`config.mk`:
```
export PLATFORM = sky130hd
export DESIGN_NAME = range_power_seq
export DESIGN_NICKNAME = d
export VERILOG_FILES = /design/src/rtl/rps_pkg.sv /design/src/rtl/rps_wait_sel.sv /design/src/rtl/rps_countdown.sv /design/src/rtl/rps_gain_track.sv /design/src/rtl/range_power_seq.sv
export SDC_FILE = /design/constraint.sdc
export NUM_CORES = 1
export LEC_CHECK = 0
export BUFFER_PORTS_ARGS = -buffer_cell sky130_fd_sc_hd__buf_4
export CAP_MARGIN = 40
export CORE_ASPECT_RATIO = 0.6
export CORE_MARGIN = 5
export CORE_UTILIZATION = 35
export CTS_CLUSTER_DIAMETER = 60
export CTS_CLUSTER_SIZE = 24
export DETAILED_ROUTE_END_ITERATION = 12
export HOLD_SLACK_MARGIN = 0.15
export SKIP_LAST_GASP = 1
export SYNTH_ARGS = -nofsm -noshare
export SYNTH_HDL_FRONTEND = slang
export SYNTH_SLANG_ARGS = --single-unit
```
`constraint.sdc`:
```
create_clock -name clk -period 2.3 [get_ports clk]
set_clock_uncertainty 0.05 [all_clocks]
set_input_delay 0.46 -clock clk [delete_from_list [all_inputs] [get_ports clk]]
set_output_delay 0.46 -clock clk [all_outputs]
set_load 0.05 [all_outputs]
```
`src/rtl/rps_pkg.sv`:
```
package rps_pkg;
  typedef logic [1:0] gain_t;

  typedef enum logic [1:0] {
    PM_ACTIVE = 2'd0,
    PM_NAP    = 2'd1,
    PM_SLEEP  = 2'd2
  } pmode_t;

  typedef enum logic [2:0] {
    ACT_NONE      = 3'd0,
    ACT_SLEEP_IN  = 3'd1,
    ACT_SLEEP_OUT = 3'd2,
    ACT_NAP_IN    = 3'd3,
    ACT_NAP_OUT   = 3'd4,
    ACT_GAIN      = 3'd5
  } action_t;

  // Pin level is the bitwise inverse of the gain code.
  function automatic logic [1:0] gain_to_pins(input gain_t g);
    return ~g;
  endfunction
endpackage

```
`src/rtl/rps_wait_sel.sv`:
```
module rps_wait_sel
  import rps_pkg::*;
#(
  parameter int CW = 8,
  parameter int unsigned WAIT_UP = 1,
  parameter int unsigned WAIT_DOWN = 1,
  parameter int unsigned WAIT_DEEP = 1
) (
  input  gain_t         from_g,
  input  gain_t         to_g,
  output logic [CW-1:0] wait_cyc
);
  localparam logic [CW-1:0] W_UP   = CW'(WAIT_UP);
  localparam logic [CW-1:0] W_DOWN = CW'(WAIT_DOWN);
  localparam logic [CW-1:0] W_DEEP = CW'(WAIT_DEEP);

  always_comb begin
    if (from_g == to_g)               wait_cyc = '0;
    else if (from_g[1] || to_g[1])    wait_cyc = W_DEEP;
    else if (to_g == 2'd0)            wait_cyc = W_UP;
    else                              wait_cyc = W_DOWN;
  end
endmodule

```
`src/rtl/rps_countdown.sv`:
```
module rps_countdown #(
  parameter int CW = 8,
  parameter logic [CW-1:0] INIT = '0
) (
  input  logic          clk,
  input  logic          rst_n,
  input  logic          load,
  input  logic [CW-1:0] load_val,
  output logic          zero
);
  logic [CW-1:0] cnt;

  always_ff @(posedge clk or negedge rst_n) begin
    if (!rst_n)          cnt <= INIT;
    else if (load)       cnt <= load_val;
    else if (cnt != '0)  cnt <= cnt - 1'b1;
  end

  assign zero = (cnt == '0);

  assert_load_idle_R6: assert property (@(posedge clk) disable iff (!rst_n)
    load |-> zero);

  assert_count_down_R10: assert property (@(posedge clk) disable iff (!rst_n)
    (!zero && !load) |=> (cnt == $past(cnt) - 1'b1));
endmodule

```
`src/rtl/rps_gain_track.sv`:
```
module rps_gain_track
  import rps_pkg::*;
(
  input  logic  clk,
  input  logic  rst_n,
  input  logic  req_valid,
  input  gain_t req_code,
  input  logic  apply,
  output gain_t cur,
  output gain_t pend,
  output logic  pend_valid
);
  always_ff @(posedge clk or negedge rst_n) begin
    if (!rst_n) begin
      cur        <= 2'd0;
      pend       <= 2'd0;
      pend_valid <= 1'b0;
    end else begin
      if (apply) cur <= pend;
      if (req_valid) begin
        pend       <= req_code;
        pend_valid <= 1'b1;
      end else if (apply) begin
        pend_valid <= 1'b0;
      end
    end
  end

  assert_pend_keep_R6: assert property (@(posedge clk) disable iff (!rst_n)
    (pend_valid && !apply) |=> pend_valid);

  assert_apply_has_pend_R6: assert property (@(posedge clk) disable iff (!rst_n)
    apply |-> pend_valid);
endmodule

```
`src/rtl/range_power_seq.sv`:
```
module range_power_seq
  import rps_pkg::*;
#(
  parameter int unsigned WAIT_UP    = 120000,
  parameter int unsigned WAIT_DOWN  = 2200000,
  parameter int unsigned WAIT_DEEP  = 140000000,
  parameter int unsigned WAIT_SLEEP = 42000000,
  parameter int unsigned WAIT_NAP   = 50
) (
  input  logic       clk,
  input  logic       rst_n,
  input  logic       gain_req_valid,
  input  logic [1:0] gain_req_code,
  input  logic       nap_req,
  input  logic       sleep_req,
  input  logic       conv_req,
  output logic [1:0] sel_pins,
  output logic       nap_pin,
  output logic       sleep_n,
  output logic       conv_start,
  output logic       ready,
  output logic       busy
);
  localparam int unsigned M1   = (WAIT_UP > WAIT_DOWN) ? WAIT_UP : WAIT_DOWN;
  localparam int unsigned M2   = (M1 > WAIT_DEEP) ? M1 : WAIT_DEEP;
  localparam int unsigned M3   = (M2 > WAIT_SLEEP) ? M2 : WAIT_SLEEP;
  localparam int unsigned MAXW = (M3 > WAIT_NAP) ? M3 : WAIT_NAP;
  localparam int CW = $clog2(MAXW + 1);
  localparam logic [CW-1:0] W_SLEEP = CW'(WAIT_SLEEP);
  localparam logic [CW-1:0] W_NAP   = CW'(WAIT_NAP);

  pmode_t        mode;
  action_t       act;
  gain_t         cur, pend, to_g;
  logic          pend_valid, cnt_zero, apply, load;
  logic [CW-1:0] gain_w, load_val;

  rps_gain_track u_gain (
    .clk        (clk),
    .rst_n      (rst_n),
    .req_valid  (gain_req_valid),
    .req_code   (gain_req_code),
    .apply      (apply),
    .cur        (cur),
    .pend       (pend),
    .pend_valid (pend_valid)
  );

  assign to_g = pend_valid ? pend : cur;

  rps_wait_sel #(
    .CW        (CW),
    .WAIT_UP   (WAIT_UP),
    .WAIT_DOWN (WAIT_DOWN),
    .WAIT_DEEP (WAIT_DEEP)
  ) u_wsel (
    .from_g   (cur),
    .to_g     (to_g),
    .wait_cyc (gain_w)
  );

  // Decision: only when no wait is running; sleep first, then nap, then gain.
  always_comb begin
    act = ACT_NONE;
    if (cnt_zero) begin
      if (sleep_req && mode != PM_SLEEP)       act = ACT_SLEEP_IN;
      else if (mode == PM_SLEEP)               act = sleep_req ? ACT_NONE : ACT_SLEEP_OUT;
      else if (nap_req && mode == PM_ACTIVE)   act = ACT_NAP_IN;
      else if (!nap_req && mode == PM_NAP)     act = ACT_NAP_OUT;
      else if (pend_valid)                     act = ACT_GAIN;
    end
  end

  assign apply = pend_valid && (act == ACT_GAIN || act == ACT_SLEEP_OUT);

  always_comb begin
    load     = 1'b0;
    load_val = '0;
    case (act)
      ACT_SLEEP_OUT: begin
        load     = 1'b1;
        load_val = (gain_w > W_SLEEP) ? gain_w : W_SLEEP;
      end
      ACT_NAP_OUT: begin
        load     = 1'b1;
        load_val = W_NAP;
      end
      ACT_GAIN: begin
        load     = 1'b1;
        load_val = gain_w;
      end
      default: ;
    endcase
  end

  rps_countdown #(
    .CW   (CW),
    .INIT (W_SLEEP)
  ) u_cnt (
    .clk      (clk),
    .rst_n    (rst_n),
    .load     (load),
    .load_val (load_val),
    .zero     (cnt_zero)
  );

  always_ff @(posedge clk or negedge rst_n) begin
    if (!rst_n) begin
      mode <= PM_ACTIVE;
    end else begin
      case (act)
        ACT_SLEEP_IN:  mode <= PM_SLEEP;
        ACT_SLEEP_OUT: mode <= nap_req ? PM_NAP : PM_ACTIVE;
        ACT_NAP_IN:    mode <= PM_NAP;
        ACT_NAP_OUT:   mode <= PM_ACTIVE;
        default: ;
      endcase
    end
  end

  assign sel_pins   = gain_to_pins(cur);
  assign nap_pin    = (mode == PM_NAP);
  assign sleep_n    = (mode != PM_SLEEP);
  assign busy       = !cnt_zero;
  assign ready      = cnt_zero && (mode == PM_ACTIVE);
  assign conv_start = conv_req && ready;

  assert_pins_hold_R6: assert property (@(posedge clk) disable iff (!rst_n)
    !$stable(sel_pins) |-> $past(cnt_zero));

  assert_change_waits_R4: assert property (@(posedge clk) disable iff (!rst_n)
    !$stable(sel_pins) |-> busy);

  assert_nap_exit_R7: assert property (@(posedge clk) disable iff (!rst_n)
    ($fell(nap_pin) && sleep_n) |-> busy);

  assert_wake_R8: assert property (@(posedge clk) disable iff (!rst_n)
    $rose(sleep_n) |-> busy);

  assert_sleep_excl_R8: assert property (@(posedge clk) disable iff (!rst_n)
    !(nap_pin && !sleep_n));

  assert_sleep_pins_R9: assert property (@(posedge clk) disable iff (!rst_n)
    (!sleep_n && $past(!sleep_n)) |-> $stable(sel_pins));
endmodule

```
# == Word-level counts from Yosys, hierarchy flattened ==
# Cells that the tools add are included.
# classes
add_sub_neg,1
n_eq_ne,9
reduce_logical,18
magnitude_cmp,1
n_bitwise,1
muxes,20
# ops
op,n
$mux 28,5
$pmux 28 s3,1
$gt 28x26->1 const B,1
$logic_not 28->1,1
$reduce_bool 28->1,1
$sub 28x1->28 const B,1
$mux 22,1
$mux 3,6
$pmux 2 s4,1
$eq 3x2->1 const B,2
$eq 3x3->1 const B,2
$logic_and 1x1->1,6
$logic_not 2->1,2
$mux 1,4
$mux 2,2
$reduce_bool 2->1,2
$reduce_bool 4->1,1
$eq 3x1->1 const B,1
$reduce_or 3->1,1
$eq 2x1->1 const B,1
$eq 2x2->1,1
$eq 2x2->1 const B,1
$logic_not 1->1,2
$logic_or 1x1->1,2
2 further kinds,2
# word_totals
word_cells,55
reg_bits,35
inputBits,8

# == Depth between registers and ports, before layout ==
# Gate-level depths: netlist of run 1.
# logic_depth
depth_word,12
ltp_mapped,8

# == Modules after synthesis ==
# Synthesis of run 1 repeated with hierarchy kept, for this count alone.
# unflattened
cells_unflattened,348
area_unflattened_um2,2944.1
# by_module_without_submodules
module,area_each_um2,instances,seq_area_each_um2,cells_per_inst
rps_countdown,1757.9,1,711.9,187
range_power_seq,723.2,1,50.0,109
rps_wait_sel,280.3,1,0.0,41
rps_gain_track,182.7,1,125.1,11

# == Worst setup path before layout of run 1 ==
# OpenSTA, ideal clock, no wires.
# synth_path
path_type,reg-to-output
startpoint,reg u_cnt.cnt[19]
endpoint,out conv_start
arrival_ns,3.415
required_time_ns,1.790
slack_ns,-1.625
stages_incl_launch_ff,7
path_cell_list,dfrtp_1 -> or3_4 -> or3_1 -> or4_1 -> clkbuf_1 -> nor3_1 -> and2_1
# synth_via
elab_chain_len,3
# synth_lines
item,line_no,text
"start, declared",rps_countdown.sv:11,logic [CW-1:0] cnt;
"start signal, assigned",rps_countdown.sv:15,else if (load) cnt <= load_val;
"start signal, assigned",rps_countdown.sv:16,else if (cnt != '0) cnt <= cnt - 1'b1;
$logic_not 28->1,rps_countdown.sv:19,assign zero = (cnt == '0);
$logic_and 1x1->1,range_power_seq.sv:125,assign ready = cnt_zero && (mode == PM_ACTIVE);
named net ready,range_power_seq.sv:21,"output logic ready,"
$logic_and 1x1->1,range_power_seq.sv:126,assign conv_start = conv_req && ready;
"end, declared",range_power_seq.sv:20,"output logic conv_start,"
# The timed path passes the listed nets, and every way through them passes these cells.

# == Final worst setup path of run 1 ==
# layout_path
startpoint,reg u_cnt.cnt[20]
endpoint,out conv_start
# layout_via
elab_chain_len,3
# layout_lines
item,line_no
$logic_not 28->1,rps_countdown.sv:19
$logic_and 1x1->1,range_power_seq.sv:125
$logic_and 1x1->1,range_power_seq.sv:126
# No other way between the ends.

==> results.toml, run 1 <==
[status]
status = "finished with violations"
violations = "negative setup slack"

[critical_path]
cp.arrival_ps = 2260
crit_start = "u_cnt.cnt[20]$_DFFE_PN0P_"
path_max_fanout = 2
endpoint_kind = "output port"
r2r_setup_slack_ps = -180
rr_startpoint = "u_cnt.cnt[20]$_DFFE_PN0P_"
crit_type = "flop to output port"
worstSetupEndpoint = "conv_start"
reg2reg_depth = 6
start_kind = "flop"
required_ps = 1790
timing.rr.end = "u_cnt.cnt[0]$_DFFE_PN0P_"

[yosys]
synth_nets = 234
ys_types = 41
syn_avg_cell_area_um2 = 9.12
ys_seq_area_share_pct = 43.6
ys_seq_elements = 35
async_flop_share_pct = 100
synth_edf_count = 0
synth_area_leaders = "dfrtp_1 (32%), dfstp_2 (12%), xnor2_1 (4.3%)"
synth_ff_type = "dfrtp_1"
yosysTopAreaCell = "dfrtp_1"
yosysWarnings = 0
synthCells = 223
synth_area_mm2 = 0.00203
synth_top_area_share_pct = 32.0

[hold_path]
hp-class = "input pin to flop"

[layout]
utilization_pct = 53.6
layout.nets = 300
stdcell_area_mm2 = 0.00300
diodes = 0
instances_no_fill = 370
area_growth_pct = 47.6
drive_gt1_share_pct = 41.7

[sta]
timing.fmax_mhz = 360
slew_violations = 0
relSlewSlack_pct = 53.0
min_period_over_period_pct = 121
worst_slew_pin_slew_ps = 705
fin_tns_setup_ps = -3190
rsz0062_at_grt = "yes"
finalHoldViolations = 0
timing.final.ws_setup_ps = -474
setup_viol = 30
fin_crit_ps = 2770

[floorplanning]
die-width_um = 108
start_util_pct = 36.3
core-area_mm2 = 0.00560
num_rows = 21
dieHeight_um = 69.0
io_pins = 15
die-area_mm2 = 0.00748

[routing]
vias_per_cell = 5.29
vias = 1956
drt_iter0_markers = 143
antenna_left = 0
first_pass_iters = 4
drt-total-wl_mm = 5.95
wl_per_cell_um = 16.1
drc = 0

[place]
dpl_cell_area_mm2 = 0.00256
port_buffers = 14
place.gp.congestion = 0.827
place_inst = 352
dpl.hpwl_mm = 4.06

[cts]
cts_tree = "built"
clock_path_buffers = 2
h-tree-depth = 2
clock-sinks = 35
clock_latency_ps = 290
clkTransAtPathRegs_ps = 70
cts_made_buffers = 5
root_buffer = "clkbuf_8"

[power]
p_switching_uw = 290
switching_share_pct = 23.6
internal-power_uw = 937
powerDensity_mw_per_mm2 = 409
power.share.combinational_pct = 7.9
seqPwrFrac_pct = 51.6
leakage_uw = 0.00126
vdd_drop_max_v = 0.000302
power_uw = 1230
p_clk_share_pct = 40.5

[grt]
antenna_found_initial = 0
grt_pass1_vias = 1794
grt_pass1_wl_mm = 9.24
track_usage_pct = 15.7
grt_max_degree = 36
overflow = 0

[run]
max-cap-violations = 0
-- worst max-delay path, stage by stage (launching register included) --
cell and delay [ps]:
dfrtp_1 380, or3_4 390, or3_1 320, or4_4 450, nor3_4 130, and2_4 160
buf_8 140
-- worst min-delay path by stage --
| stage | start | endpoint | depth (start not counted) |
|---|---|---|---|
| 6_report | gain_req_valid | u_gain.pend_valid$_DFFE_PN0P_ | 2 |
| 5_1_grt | gain_req_valid | u_gain.pend_valid$_DFFE_PN0P_ | 2 |
| 4_1_cts | gain_req_valid | u_gain.pend_valid$_DFFE_PN0P_ | 2 |
| 3_5_place_dp | rst_n | u_cnt.cnt[3]$_DFFE_PN0P_ | 1 |
| 3_3_place_gp | rst_n | u_cnt.cnt[3]$_DFFE_PN0P_ | 1 |
| 2_1_floorplan | rst_n | mode[0]$_DFFE_PN0P_ | 0 |
-- sequential cells by signal, indices dropped and copies added, names as in the netlist --
name               flops
mode                   2
u_gain.cur             2
u_cnt.cnt             28
u_gain.pend            2
u_gain.pend_valid      1
-- placed cells by master, fill, tap and decap left out, types with 3 or more instances in the layout --
cell type	count
a21oi_2	3
or3_1	4
nor2_1	18
dfrtp_1	26
o21ai_0	11
xor2_1	8
buf_6	9
a31oi_1	3
mux2i_1	3
a211oi_2	3
inv_1	6
nand2_1	14
buf_4	54
nand2b_1	3
ha_1	3
xnor2_1	10
nor3_1	11
clkbuf_8	7
nor4_1	9
dfstp_2	9
nand4_1	4
nor4_4	3
a21oi_1	12
a211oi_1	3
-- layer usage --
layer / vias up / part of all wire, % / track usage [%]
li1: 952 / - / -
met1: 948 / 51 / 25.5
met2: 54 / 43 / 20.3
met3: 2 / 6.4 / 4.20
met4: 0 / 0.45 / 2.94
met5: - / 0 / 0
-- power groups by stage --
stage	sequential [µW]	clock [µW]	combinational, µW
final	633	497	97.4
after global routing	634	535	108
after CTS	632	508	92.0
after detailed placement	643	0	85.0
after global placement	643	0	84.7
after floorplan	643	0	40.6
-- kinds of logic (layout without fill, tap and decap cells) --
| group | after synthesis | in the layout | synth area share, % |
|---|---|---|---|
| adders and majority gates | 3 | 3 | 1.85 |
| DFF | 35 | 35 | 43.6 |
| and+or+nand+nor | 94 | 94 | 25.2 |
| AOI/OAI and AO/OA | 49 | 49 | 14.2 |
| muxes | 8 | 8 | 4.18 |
| xor gates and xnor gates | 18 | 18 | 7.75 |
| buffers and inverters | 16 | 83 | 3.14 |
-- what timing repair did --
| item | CTS | global route |
|---|---|---|
| pin swaps | 2 | 4 |
| gates cloned | 0 | 2 |
| hold buffers | 1 | 0 |
| setup endpoints to repair | 30 | 36 |
| buffers inserted | 6 | 2 |
| endpoints found under the hold margin | 26 | 0 |
| gates resized for setup | 30 | 27 |
-- final cells by class --
| cell class | instances | area [µm²] |
|---|---|---|
| Inverter | 6 | 22.5 |
| Tap cell | 80 | 100 |
| Timing Repair Buffer | 69 | 612 |
| Multi-Input combinational cell | 172 | 1280 |
| Clock buffer | 8 | 100 |
| Fill cell | 494 | 2590 |
| Sequential cell | 35 | 887 |
-- Yosys cell counts (3+ instances only) --
cell,instances
inv_1,6
dfstp_2,9
dfrtp_1,26
mux2i_1,4
or3_1,5
nand4_1,4
xnor2_1,10
or4_1,3
o21ai_1,4
nor3_1,13
nor4_1,12
xor2_1,8
clkbuf_1,7
nand3_1,3
nand2_1,16
nand2b_1,3
a21oi_1,16
nor2_1,19
o21ai_0,11
buf_2,3
a211oi_1,7
and2_1,3
a31oi_1,3
ha_1,3
-- stage by stage --
stage | setup slack [ps] | hold slack (ps)
2_1_floorplan | -682 | 114
3_3_place_gp | -277 | 394
3_5_place_dp | -294 | 401
4_1_cts | -526 | 333
5_1_grt | -548 | 335
6_report | -474 | 332
No activity file was read; power rests on OpenSTA's default activity.
==> run 2: changes to the inputs <==
Settings changed: TNS_END_PERCENT set to 1.
==> results.toml, run 2 (same netlist as run 1, synthesis figures left out) <==
[routing]
dr_wl_met3_um = 384
drt-total-wl_mm = 5.24
drt_iter0_markers = 68
wl_met1_mm = 2.83
wl_met2_mm = 2.00
drc = 0
vias = 1820
vias_per_cell = 5.04
first_pass_iters = 5
antenna_left = 0
wl_per_cell_um = 14.5
top_layer = "met4"

[sta]
relSlewSlack_pct = 69.5
finalHoldViolations = 0
slew_violations = 0
holdWs_ps = 337
worst_slew_pin_slew_ps = 458
fin_tns_setup_ps = -4150
fin_crit_ps = 2780
min_period_over_period_pct = 121
timing.fmax_mhz = 360
setup_viol = 27
rsz0062_at_grt = "yes"
timing.final.ws_setup_ps = -479

[layout]
largest_reg_flops = 28
final_cell_mix = "buf_4 (58), dfrtp_1 (26), nor2_1 (19), nand2_1 (16), a21oi_1 (16)"
layout.nets = 291
stdcell_area_mm2 = 0.00268
diodes = 0
drive_gt1_share_pct = 31.0
final_common_cell = "buf_4"
area_growth_pct = 32.0
largest_register = "u_cnt.cnt"

[critical_path]
crit_type = "flop to output port"
start_kind = "flop"
path_max_fanout = 18
cp.arrival_ps = 2270
required_ps = 1790
endpoint_kind = "output port"

[power]
power_uw = 1210
powerDensity_mw_per_mm2 = 451
vdd_drop_max_v = 0.000281
leakage_uw = 0.00116

[grt]
grt_pass1_wl_mm = 8.79
overflow = 0
antenna_found_initial = 0
track_usage_pct = 14.9
grt_max_degree = 36
grt_pass1_vias = 1718

[floorplanning]
die-width_um = 108
num_rows = 21
start_util_pct = 36.3
core-area_mm2 = 0.00560
io_pins = 15
die-area_mm2 = 0.00748
dieHeight_um = 69.0

[status]
violations = "negative setup slack"
status = "finished with violations"

[cts]
root_buffer = "clkbuf_8"
cts_tree = "built"
clock_latency_ps = 280
clock_path_buffers = 2
h-tree-depth = 2
postCtsSetupBuffers = 0
cts_made_buffers = 5
clock-sinks = 35
clkTransAtPathRegs_ps = 70

[place]
place.gp.congestion = 0.827
dpl_cell_area_mm2 = 0.00256
port_buffers = 14
dpl.hpwl_mm = 4.06

[run]
max-cap-violations = 0

[hold_path]
hp-class = "input pin to flop"
## run 2: changes by cell type in the layout (fill, tap and decap cells not counted), moves of 3 or more
cell | previous run | this run
a211oi_1 | 3 | 7
a211oi_2 | 3 | 0
a21oi_1 | 12 | 16
a21oi_2 | 3 | 0
buf_4 | 54 | 58
buf_6 | 9 | 0
nor4_1 | 9 | 12
## run 2: cell type report
| class | count | area [µm²] |
|---|---|---|
| Sequential cell | 35 | 887 |
| Timing Repair Buffer | 60 | 460 |
| Clock buffer | 8 | 100 |
| Fill cell | 529 | 2910 |
| Multi-Input combinational cell | 172 | 1110 |
| Inverter | 6 | 22.5 |
| Tap cell | 80 | 100 |
## run 2: worst paths after layout
kind                                           start                             to  slack, ps  cells after the start
max                        u_cnt.cnt[20]$_DFFE_PN0P_                           busy       -480                      5
min                                   gain_req_valid  u_gain.pend_valid$_DFFE_PN0P_        340                      2
max reg2reg                u_cnt.cnt[20]$_DFFE_PN0P_       u_cnt.cnt[9]$_DFFE_PN1P_       -210                      6
min reg2reg                u_cnt.cnt[17]$_DFFE_PN0P_      u_cnt.cnt[17]$_DFFE_PN0P_        430                      1
max in group asynchronous                      rst_n       u_cnt.cnt[7]$_DFFE_PN1P_       1220                      2
min in group asynchronous                      rst_n       u_cnt.cnt[3]$_DFFE_PN0P_        610                      2
## run 2: metal layers
metal	vias up	track usage (%)
met4	0	2.94
li1	929	-
met3	2	4.57
met1	851	24.7
met5	-	0
met2	38	18.1
## run 2: worst max-delay path: stages, from the launching register on
cell and delay, ps:
dfrtp_1 380, or3_4 390, or3_1 320, or4_4 450
buf_4 230, buf_4 210
## run 2: metrics by stage
| step | utilization [%] | setup WS, ps | instances |
|---|---|---|---|
| final | 48.0 | -479 | 361 |
| after detailed placement | 45.8 | -294 | 352 |
| after global routing | 48.0 | -548 | 361 |
| after floorplan | - | -682 | 223 |
| after global placement | 45.8 | -277 | 352 |
| after CTS | 48.0 | -529 | 361 |
## run 2: power breakdown
part / internal (µW) / switching, µW / leakage (µW) / total, µW
sequential: 625 / 6.73 / 0.000429 / 632
combinational: 37.1 / 48.8 / 0.000683 / 85.9
clock: 273 / 218 / 0.0000515 / 492
## run 2: what timing repair did
action	4_1_cts	5_1_grt
endpoints found under the setup margin	30	34
pin swaps	0	2
hold buffers	1	0
hold endpoints to repair	26	0
gates cloned	0	0
gates resized for setup	3	0
==> run 3: changes to the inputs <==
Settings changed: PLACE_DENSITY_LB_ADDON set to 0.25.
==> results.toml, run 3 (same netlist as run 1, synthesis figures left out) <==
[sta]
fin_crit_ps = 2790
relSlewSlack_pct = 69.7
rsz0062_at_grt = "yes"
timing.final.ws_setup_ps = -489
finalHoldViolations = 0
min_period_over_period_pct = 121
worst_slew_pin_slew_ps = 454
slew_violations = 0
setup_viol = 29
fin_tns_setup_ps = -5030
timing.fmax_mhz = 359

[critical_path]
crit_family = "simple AND/OR/NAND/NOR gates"
cpMostUsedCell = "buf_4"
endpoint_kind = "output port"
r2r_setup_slack_ps = -240
cp.arrival_ps = 2280
start_kind = "flop"
crit_type = "flop to output port"
path_max_fanout = 18
slowest_delay_ps = 450
critical-path-slowest-cell = "or4_4"
crit_path_cell_trace = "or3_4 > or3_1 > or4_4 > buf_4 > buf_4"
required_ps = 1790
critPathBufInv = 2

[status]
violations = "negative setup slack"
status = "finished with violations"

[layout]
instances_no_fill = 362
largest_register = "u_cnt.cnt"
final_cell_mix = "buf_4 (59), dfrtp_1 (26), nor2_1 (19), nand2_1 (16), a21oi_1 (16)"
final_common_cell = "buf_4"
largest_reg_flops = 28
drive_gt1_share_pct = 30.5
area_growth_pct = 31.4
diodes = 0
layout.nets = 292
stdcell_area_mm2 = 0.00267

[place]
dpl_cell_area_mm2 = 0.00257
port_buffers = 14
dpl.hpwl_mm = 4.02
place.gp.congestion = 0.829
place_inst = 353

[cts]
root_buffer = "clkbuf_8"
clock_path_buffers = 2
clock-sinks = 35
postCtsSetupBuffers = 0
clock_latency_ps = 290
cts_made_buffers = 5
clkTransAtPathRegs_ps = 70
cts_tree = "built"
h-tree-depth = 2

[routing]
vias = 1852
drt_iter0_markers = 109
wl_per_cell_um = 14.6
antenna_left = 0
drc = 0
drt-total-wl_mm = 5.29
first_pass_iters = 4
vias_per_cell = 5.12

[grt]
antenna_found_initial = 0
overflow = 0
grt_pass1_vias = 1795
track_usage_pct = 15.4
grt_max_degree = 36
grt_pass1_wl_mm = 9.06

[power]
power_uw = 1150
leakage_uw = 0.00116
vdd_drop_max_v = 0.000283
powerDensity_mw_per_mm2 = 431

[run]
max-cap-violations = 0

[floorplanning]
core-area_mm2 = 0.00560
start_util_pct = 36.3
die-width_um = 108
num_rows = 21
dieHeight_um = 69.0
io_pins = 15
die-area_mm2 = 0.00748

[hold_path]
hp-class = "input pin to flop"
-- run 3: cell count changes in the layout (fill, tap and decap cells not counted), sizes merged --
cell  change
buf       +1
-- run 3: final cells by class --
| type | instances | area (µm²) |
|---|---|---|
| fill | 554 | 2930 |
| multi-input combinational | 172 | 1110 |
| sequential | 35 | 887 |
| timing repair buffer | 61 | 468 |
| tap | 80 | 100 |
| clock buffer | 8 | 80.1 |
| inverter | 6 | 22.5 |
-- run 3: power breakdown --
| group | internal [µW] | total, µW | switching [µW] |
|---|---|---|---|
| clock | 215 | 429 | 214 |
| sequential | 625 | 631 | 5.94 |
| combinational | 40.2 | 90.7 | 50.5 |
-- run 3: path summary, 6_finish.rpt --
| kind | to | cells past startpoint | startpoint |
|---|---|---|---|
| min in group asynchronous | u_cnt.cnt[0]$_DFFE_PN0P_ | 2 | rst_n |
| worst max register to register | u_cnt.cnt[9]$_DFFE_PN1P_ | 6 | u_cnt.cnt[20]$_DFFE_PN0P_ |
| worst min-delay path | u_gain.pend_valid$_DFFE_PN0P_ | 2 | gain_req_valid |
| worst max-delay path | busy | 5 | u_cnt.cnt[20]$_DFFE_PN0P_ |
| max in group asynchronous | u_cnt.cnt[7]$_DFFE_PN1P_ | 2 | rst_n |
| worst min register to register | u_cnt.cnt[17]$_DFFE_PN0P_ | 1 | u_cnt.cnt[17]$_DFFE_PN0P_ |
-- run 3: through the flow --
stage	hold slack, ps	util [%]	setup slack [ps]
global placement	390	45.9	-285
floorplan	114	-	-682
CTS	320	47.7	-538
global route	334	47.7	-557
finish	326	47.7	-489
detailed placement	399	45.9	-286
-- run 3: timing repair --
action	CTS	global route
resized for setup	3	0
setup endpoints to repair	32	34
endpoints found under the hold margin	26	0
hold buffers	1	0
gates cloned	0	0
pin swaps	0	2
-- run 3: worst reg2reg max path, delay by kind of cell (launching register included) --
kind            cells  cell delay (ps)
simple gates        3             1360
compound gates      2              480
flops               1              390
buf+inv             1              160
-- run 3: layer usage --
layer	routed length (µm)	global-route usage (%)
met2	2000	19.6
met4	44	4.20
met3	434	5.97
met5	0	0
met1	2810	23.6
